$ cat config.mk
export PLATFORM = sky130hd
export DESIGN_NAME = tmr_irq_latch
export DESIGN_NICKNAME = d
export VERILOG_FILES = /design/src/rtl/tmr_irq_pkg.sv /design/src/rtl/tmr_irq_ctrl.sv /design/src/rtl/tmr_irq_dp.sv /design/src/rtl/tmr_irq_latch.sv
export SDC_FILE = /design/constraint.sdc
export NUM_CORES = 1
export LEC_CHECK = 0
export ABC_AREA = 0
export BUFFER_PORTS_ARGS = -buffer_cell sky130_fd_sc_hd__buf_2
export CAP_MARGIN = 15
export CELL_PAD_IN_SITES_DETAIL_PLACEMENT = 1
export CELL_PAD_IN_SITES_GLOBAL_PLACEMENT = 2
export CORE_MARGIN = 3
export CORE_UTILIZATION = 18
export DETAILED_ROUTE_END_ITERATION = 10
export PLACE_DENSITY = 0.66
export SKIP_CTS_REPAIR_TIMING = 1
export SYNTH_ARGS = -nofsm -noshare
export SYNTH_HDL_FRONTEND = slang
export SYNTH_SLANG_ARGS = --single-unit
$ cat constraint.sdc
create_clock -name clk -period 1.12 [get_ports clk]
set_input_delay 0 -clock clk [delete_from_list [all_inputs] [get_ports clk]]
set_output_delay 0 -clock clk [all_outputs]
set_load 0.02 [all_outputs]
$ cat src/rtl/tmr_irq_pkg.sv
package tmr_irq_pkg;
  parameter int SRC_N = 3;
  parameter int IDX_W = (SRC_N > 1) ? $clog2(SRC_N) : 1;

  // Strobes from the selection logic to the latch datapath
  typedef struct packed {
    logic             grant;
    logic [SRC_N-1:0] clrMask;
    logic [IDX_W-1:0] grantIdx;
  } ctrlStrobe_t;
endpackage

$ cat src/rtl/tmr_irq_ctrl.sv
module tmr_irq_ctrl
  import tmr_irq_pkg::*;
(
  input  logic             ackIn,
  input  logic [SRC_N-1:0] pendQ,
  output ctrlStrobe_t      strb
);
  logic [SRC_N:0]   blocked;
  logic [SRC_N-1:0] winner;
  logic [IDX_W-1:0] idx;

  assign blocked[0] = 1'b0;

  // Fixed priority chain: lower index wins
  generate
    for (genvar i = 0; i < SRC_N; i++) begin : gChain
      assign winner[i]    = pendQ[i] & ~blocked[i];
      assign blocked[i+1] = blocked[i] | pendQ[i];
    end
  endgenerate

  always_comb begin
    idx = '0;
    for (int i = SRC_N - 1; i >= 0; i--) begin
      if (pendQ[i]) idx = IDX_W'(i);
    end
  end

  always_comb begin
    strb.grant    = ackIn & blocked[SRC_N];
    strb.clrMask  = winner & {SRC_N{ackIn}};
    strb.grantIdx = idx;
  end
endmodule

$ cat src/rtl/tmr_irq_dp.sv
module tmr_irq_dp
  import tmr_irq_pkg::*;
#(
  parameter int VEC_W = 8,
  parameter logic [VEC_W-1:0] VEC_BASE = 8'h20,
  parameter int VEC_STRIDE = 1
) (
  input  logic             clk,
  input  logic             rstN,
  input  logic [SRC_N-1:0] evtIn,
  input  logic [SRC_N-1:0] intEn,
  input  ctrlStrobe_t      strb,
  output logic [SRC_N-1:0] pendQ,
  output logic             vecValid,
  output logic [VEC_W-1:0] vecOut
);
  logic [SRC_N-1:0] setMask;
  logic [VEC_W-1:0] vecNext;

  assign setMask = evtIn & intEn;
  assign vecNext = VEC_BASE + VEC_W'(strb.grantIdx) * VEC_W'(VEC_STRIDE);

  generate
    for (genvar i = 0; i < SRC_N; i++) begin : gPend
      // A new event wins over a clear in the same cycle
      always_ff @(posedge clk) begin
        if (!rstN) pendQ[i] <= 1'b0;
        else       pendQ[i] <= (pendQ[i] & ~strb.clrMask[i]) | setMask[i];
      end
    end
  endgenerate

  always_ff @(posedge clk) begin
    if (!rstN) begin
      vecValid <= 1'b0;
      vecOut   <= '0;
    end else begin
      vecValid <= strb.grant;
      if (strb.grant) vecOut <= vecNext;
    end
  end
endmodule

$ cat src/rtl/tmr_irq_latch.sv
module tmr_irq_latch
  import tmr_irq_pkg::*;
#(
  parameter int VEC_W = 8,
  parameter logic [VEC_W-1:0] VEC_BASE = 8'h20,
  parameter int VEC_STRIDE = 1
) (
  input  logic             clk,
  input  logic             rstN,
  input  logic [2:0]       evtIn,
  input  logic [2:0]       intEn,
  input  logic             ackIn,
  output logic             irqOut,
  output logic             vecValid,
  output logic [VEC_W-1:0] vecOut
);
  ctrlStrobe_t      strb;
  logic [SRC_N-1:0] pendQ;

  tmr_irq_ctrl uCtrl (
    .ackIn (ackIn),
    .pendQ (pendQ),
    .strb  (strb)
  );

  tmr_irq_dp #(
    .VEC_W     (VEC_W),
    .VEC_BASE  (VEC_BASE),
    .VEC_STRIDE(VEC_STRIDE)
  ) uDp (
    .clk     (clk),
    .rstN    (rstN),
    .evtIn   (evtIn),
    .intEn   (intEn),
    .strb    (strb),
    .pendQ   (pendQ),
    .vecValid(vecValid),
    .vecOut  (vecOut)
  );

  assign irqOut = |pendQ;
endmodule

Word level (Yosys, flattened, before mapping) --
Index checks and enable logic that the tools add are counted.
Cells by class: add/subtract/negate cells 1, muxes and demuxes 3, bitwise gates (word level) 18, reduce and logical (&&, ||, !) cells 1
Operators by type and width (count):
- $add A6 B2 Y7 const A | 1
- $and A1 B1 Y1 | 6
- $and A3 B3 Y3 | 2
- $mux W2 | 3
- $not A1 Y1 | 5
- $or A1 B1 Y1 | 5
- $reduce_or A3 Y1 | 1
Storage, ports and cells: register bits after elaboration 12, bits of input ports 9, output and inout port bits 10

Depth between registers and ports, before layout --
depth after elaboration 7, gate-level depth with buffers 3

By module --
From an unflattened synthesis, not the netlist that was laid out.
Second synthesis, totals: cell total of the unflattened synthesis 35, area, all modules 342.8 um^2
Modules (own cells, without submodules):
- tmr_irq_dp | times used 1, cells each 28, area an instance 281.5 um^2, sequential area each 140.1 um^2
- tmr_irq_ctrl | times used 1, cells each 6, area an instance 55.1 um^2, sequential area each 0.0 um^2
- tmr_irq_latch | times used 1, cells each 1, area an instance 6.3 um^2, sequential area each 0.0 um^2

Least setup slack after synthesis --
No wires, ideal clock.
path kind register to register, start point reg uDp.pendQ[2], end point reg uDp.vecOut[5], setup time 0.114 ns, arrival 1.058 ns, required time 1.006 ns, path slack -0.052 ns, cell stages (with the launch flop) 4, buffers on the path 0, path through dfxtp_1 > or3_4 > and3_4 > a21o_1
On the way: word-level cells in the longest chain between the ends 4, elaborated cells between the ends (all ways) 6, classes of those cells add/sub (1); mux (3); bitwise (2)
Ends and longest elaborated chain:
- from (decl) | RTL line tmr_irq_dp.sv:13 | output logic [SRC_N-1:0] pendQ,
- from (signal, indexed assignment) | RTL line tmr_irq_dp.sv:28 | else pendQ[i] <= (pendQ[i] & ~strb.clrMask[i]) | setMask[i];
- $mux W2 (3 in series) | RTL line tmr_irq_ctrl.sv:25 | if (pendQ[i]) idx = IDX_W'(i);
- $add A6 B2 Y7 | RTL line tmr_irq_dp.sv:21 | assign vecNext = VEC_BASE + VEC_W'(strb.grantIdx) * VEC_W'(VEC_STRIDE);
- to (signal assigned) | RTL line tmr_irq_dp.sv:39 | if (strb.grant) vecOut <= vecNext;
- to (decl) | RTL line tmr_irq_dp.sv:15 | output logic [VEC_W-1:0] vecOut
Parallel ways exist; a longest one is shown, timed or not. A chain may end at the register's enable or synchronous reset.

Worst setup path after layout --
Same ends and word-level chain as after synthesis.

==> metrics.txt <==
status=finished clean; CP Capture Type=flip-flop; Main synth FF type=dfxtp_1; Fin Clk Skew=1.158 ps; Power Density=1398 nW/µm²; Cells after DPL=64; Hold Path Stages=3; DRT antenna net count=0; io pins=19; cell-internal power=456.8 µW; Synth Instances=33; largest net degree at the start of global routing=9; CTS Sinks=7; Net Sw Frac=0.2604; first-pass GRT wire length=1041 µm; Fin. Hold Viols=0; initial antenna violation count=0; Max Fclk=909.1 MHz; die area=2218 µm²; htree depth=1; slowest stage delay, CP=380 ps; worst skew pair latency=250 ps; Worst VDD drop=492.9 µV; Antenna diodes=0; crit path launch type=flip-flop; CTS buffer count=3; DR DRC count=0; ys async rst share=0; Yosys top cell area share=0.4609; final wirelength=689 µm; Crit-path slowest cell=or3_4; post-DR vias/cell=4.214; DR WL/cell=9.843 µm; most instantiated library cell after synthesis=dfxtp_1; post-synthesis cell type count=17; CP max FO=2; DR vias=295; Clock power frac=0.364; Gate power share=0.197; Slew Limit Fails=0; GR met3 Demand/Resource=0.07280; ranking of synthesized cells by area=dfxtp_1 (46%), buf_4 (12%), o21ai_0 (4.9%); fraction of layout cells with a size suffix above 1=0.4444; GR Layer Usage met2=0.1057; NetSw=160.8 µW; R2R cell count=3; Yosys Warn Count=0; required time worst endpoint=1260 ps; crit-path cells=or3_4 > and3_4 > a21o_1; kind of critical path=flip-flop to flip-flop; PortBufs=13; Min-Delay Path Class=input pin to flip-flop; clk root buf=clkbuf_4; Pre-antenna DRT Iters=2; vias in the first global route=263; min cycle time layout=1100 ps; Pleak=0.2247 nW; Cell Rows=14; nets=64; Non-Filler Instances=70; Post-synth EDFFs=0; Max Cap Viol=0; HPWL after DPL=563.3 µm; fin crit share=0.9821; cell area after synthesis=304.0 µm²; global-route usage over all layers=0.07281; RSZ-0062 raised after global routing=yes; Core Box Area=1541 µm²; sequential cell fraction of total power=0.439; Final GP Congestion=0.6866; syn_area_per_cell=9.213 µm²; initial core utilization=0.1972; total grt overflow=0; die width=47.10 µm; Yosys top cell by area=dfxtp_1; post-route cell area=441.7 µm²; M1 GR Usage=0.07500; Post-DP Area=390.4 µm²; #FFs+latches synth=7; Layout area overhead=45.27%; CTS tree=done; register area share after synthesis=0.4609; Die Ht=47.10 µm; endpoints failing setup=0; CTS max path bufs=2; most frequent cells after synthesis=dfxtp_1 (7), buf_4 (5), nand2_1 (3), o21ai_0 (3); DRT iter0 DRCs=5; busiest grt layer=met2; CP arrival=1240 ps; Worst-path clk slew=50 ps
[layout by cell type (no fill, tap or decap), drive strengths merged]
| cell | instances |
|---|---|
| o21ai | 3 |
| clkbuf | 4 |
| a21oi | 1 |
| nand3 | 1 |
| nor2 | 1 |
| dlygate4sd3 | 1 |
| a21o | 1 |
| inv | 1 |
| o31ai | 1 |
| a21boi | 1 |
| nand2b | 1 |
| and3 | 1 |
| dfxtp | 7 |
| conb | 5 |
| or3 | 1 |
| a22oi | 2 |
| nand2 | 3 |
| nor2b | 2 |
| buf | 17 |
[flip-flops by register name (all words and copies together) (netlist names)]
signal and flops:
uDp.vecValid 1, uDp.pendQ 3, uDp.vecOut 3
[area by class of cell]
cell class                      count  area (µm²)
Fill cell                         194        1100
Sequential cell                     7       142.6
Multi-Input combinational cell     24       137.6
Timing Repair Buffer               18       111.4
Clock buffer                        4       26.28
Tap cell                           16       20.02
Inverter                            1       3.754
[critical path: cells and delay by family, from the launching register on]
kind | cells | cell delay, ps
flops | 1 | 310
simple gates | 2 | 540
compound gates | 1 | 140
[path summary, 6_finish.rpt]
path	from	to	slack (ps)
min reg2reg	uDp.vecOut[5]$_SDFFE_PN0P_	uDp.vecOut[5]$_SDFFE_PN0P_	450
min	evtIn[2]	uDp.pendQ[2]$_SDFF_PN0_	4
max	uDp.pendQ[2]$_SDFF_PN0_	uDp.vecOut[5]$_SDFFE_PN0P_	20
max reg2reg	uDp.pendQ[2]$_SDFF_PN0_	uDp.vecOut[5]$_SDFFE_PN0P_	20
[cell families (layout without fill, tap and decap cells)]
group                  Yosys count  after routing  synth area share
other                            1              5           0.01233
buffers and inverters            6             23            0.1358
DFF                              7              7            0.4609
AOI/OAI and AO/OA                9              9            0.1893
and+or+nand+nor                 10             10            0.2016
[metrics by stage]
stage | util | worst slack, ps | total power, mW | hold slack (ps) | setup TNS [ps]
floorplan | - | -29.40 | 0.3539 | 113.8 | -29.40
global placement | 0.2532 | 49.04 | 0.3866 | 263.6 | 0
detailed placement | 0.2532 | 24.80 | 0.3874 | 265.9 | 0
CTS | 0.2703 | 0.2797 | 0.6197 | 0.4117 | 0
global route | 0.2865 | -17.43 | 0.6707 | 4.854 | -31.70
finish | 0.2865 | 20.03 | 0.6176 | 4.356 | 0
[per-layer routing]
| metal | vias up | wire [µm] |
|---|---|---|
| met2 | 17 | 317 |
| li1 | 145 | - |
| met1 | 133 | 266 |
| met3 | 0 | 105 |
| met4 | 0 | 0 |
| met5 | - | 0 |
[power groups by stage]
stage	combinational (mW)	sequential (mW)	clock, mW
2_1_floorplan	0.0644	0.289	0
4_1_cts	0.112	0.271	0.237
3_3_place_gp	0.111	0.276	0
5_1_grt	0.134	0.272	0.264
3_5_place_dp	0.111	0.276	0
6_report	0.121	0.271	0.225
(Power assumes the default switching activity.)
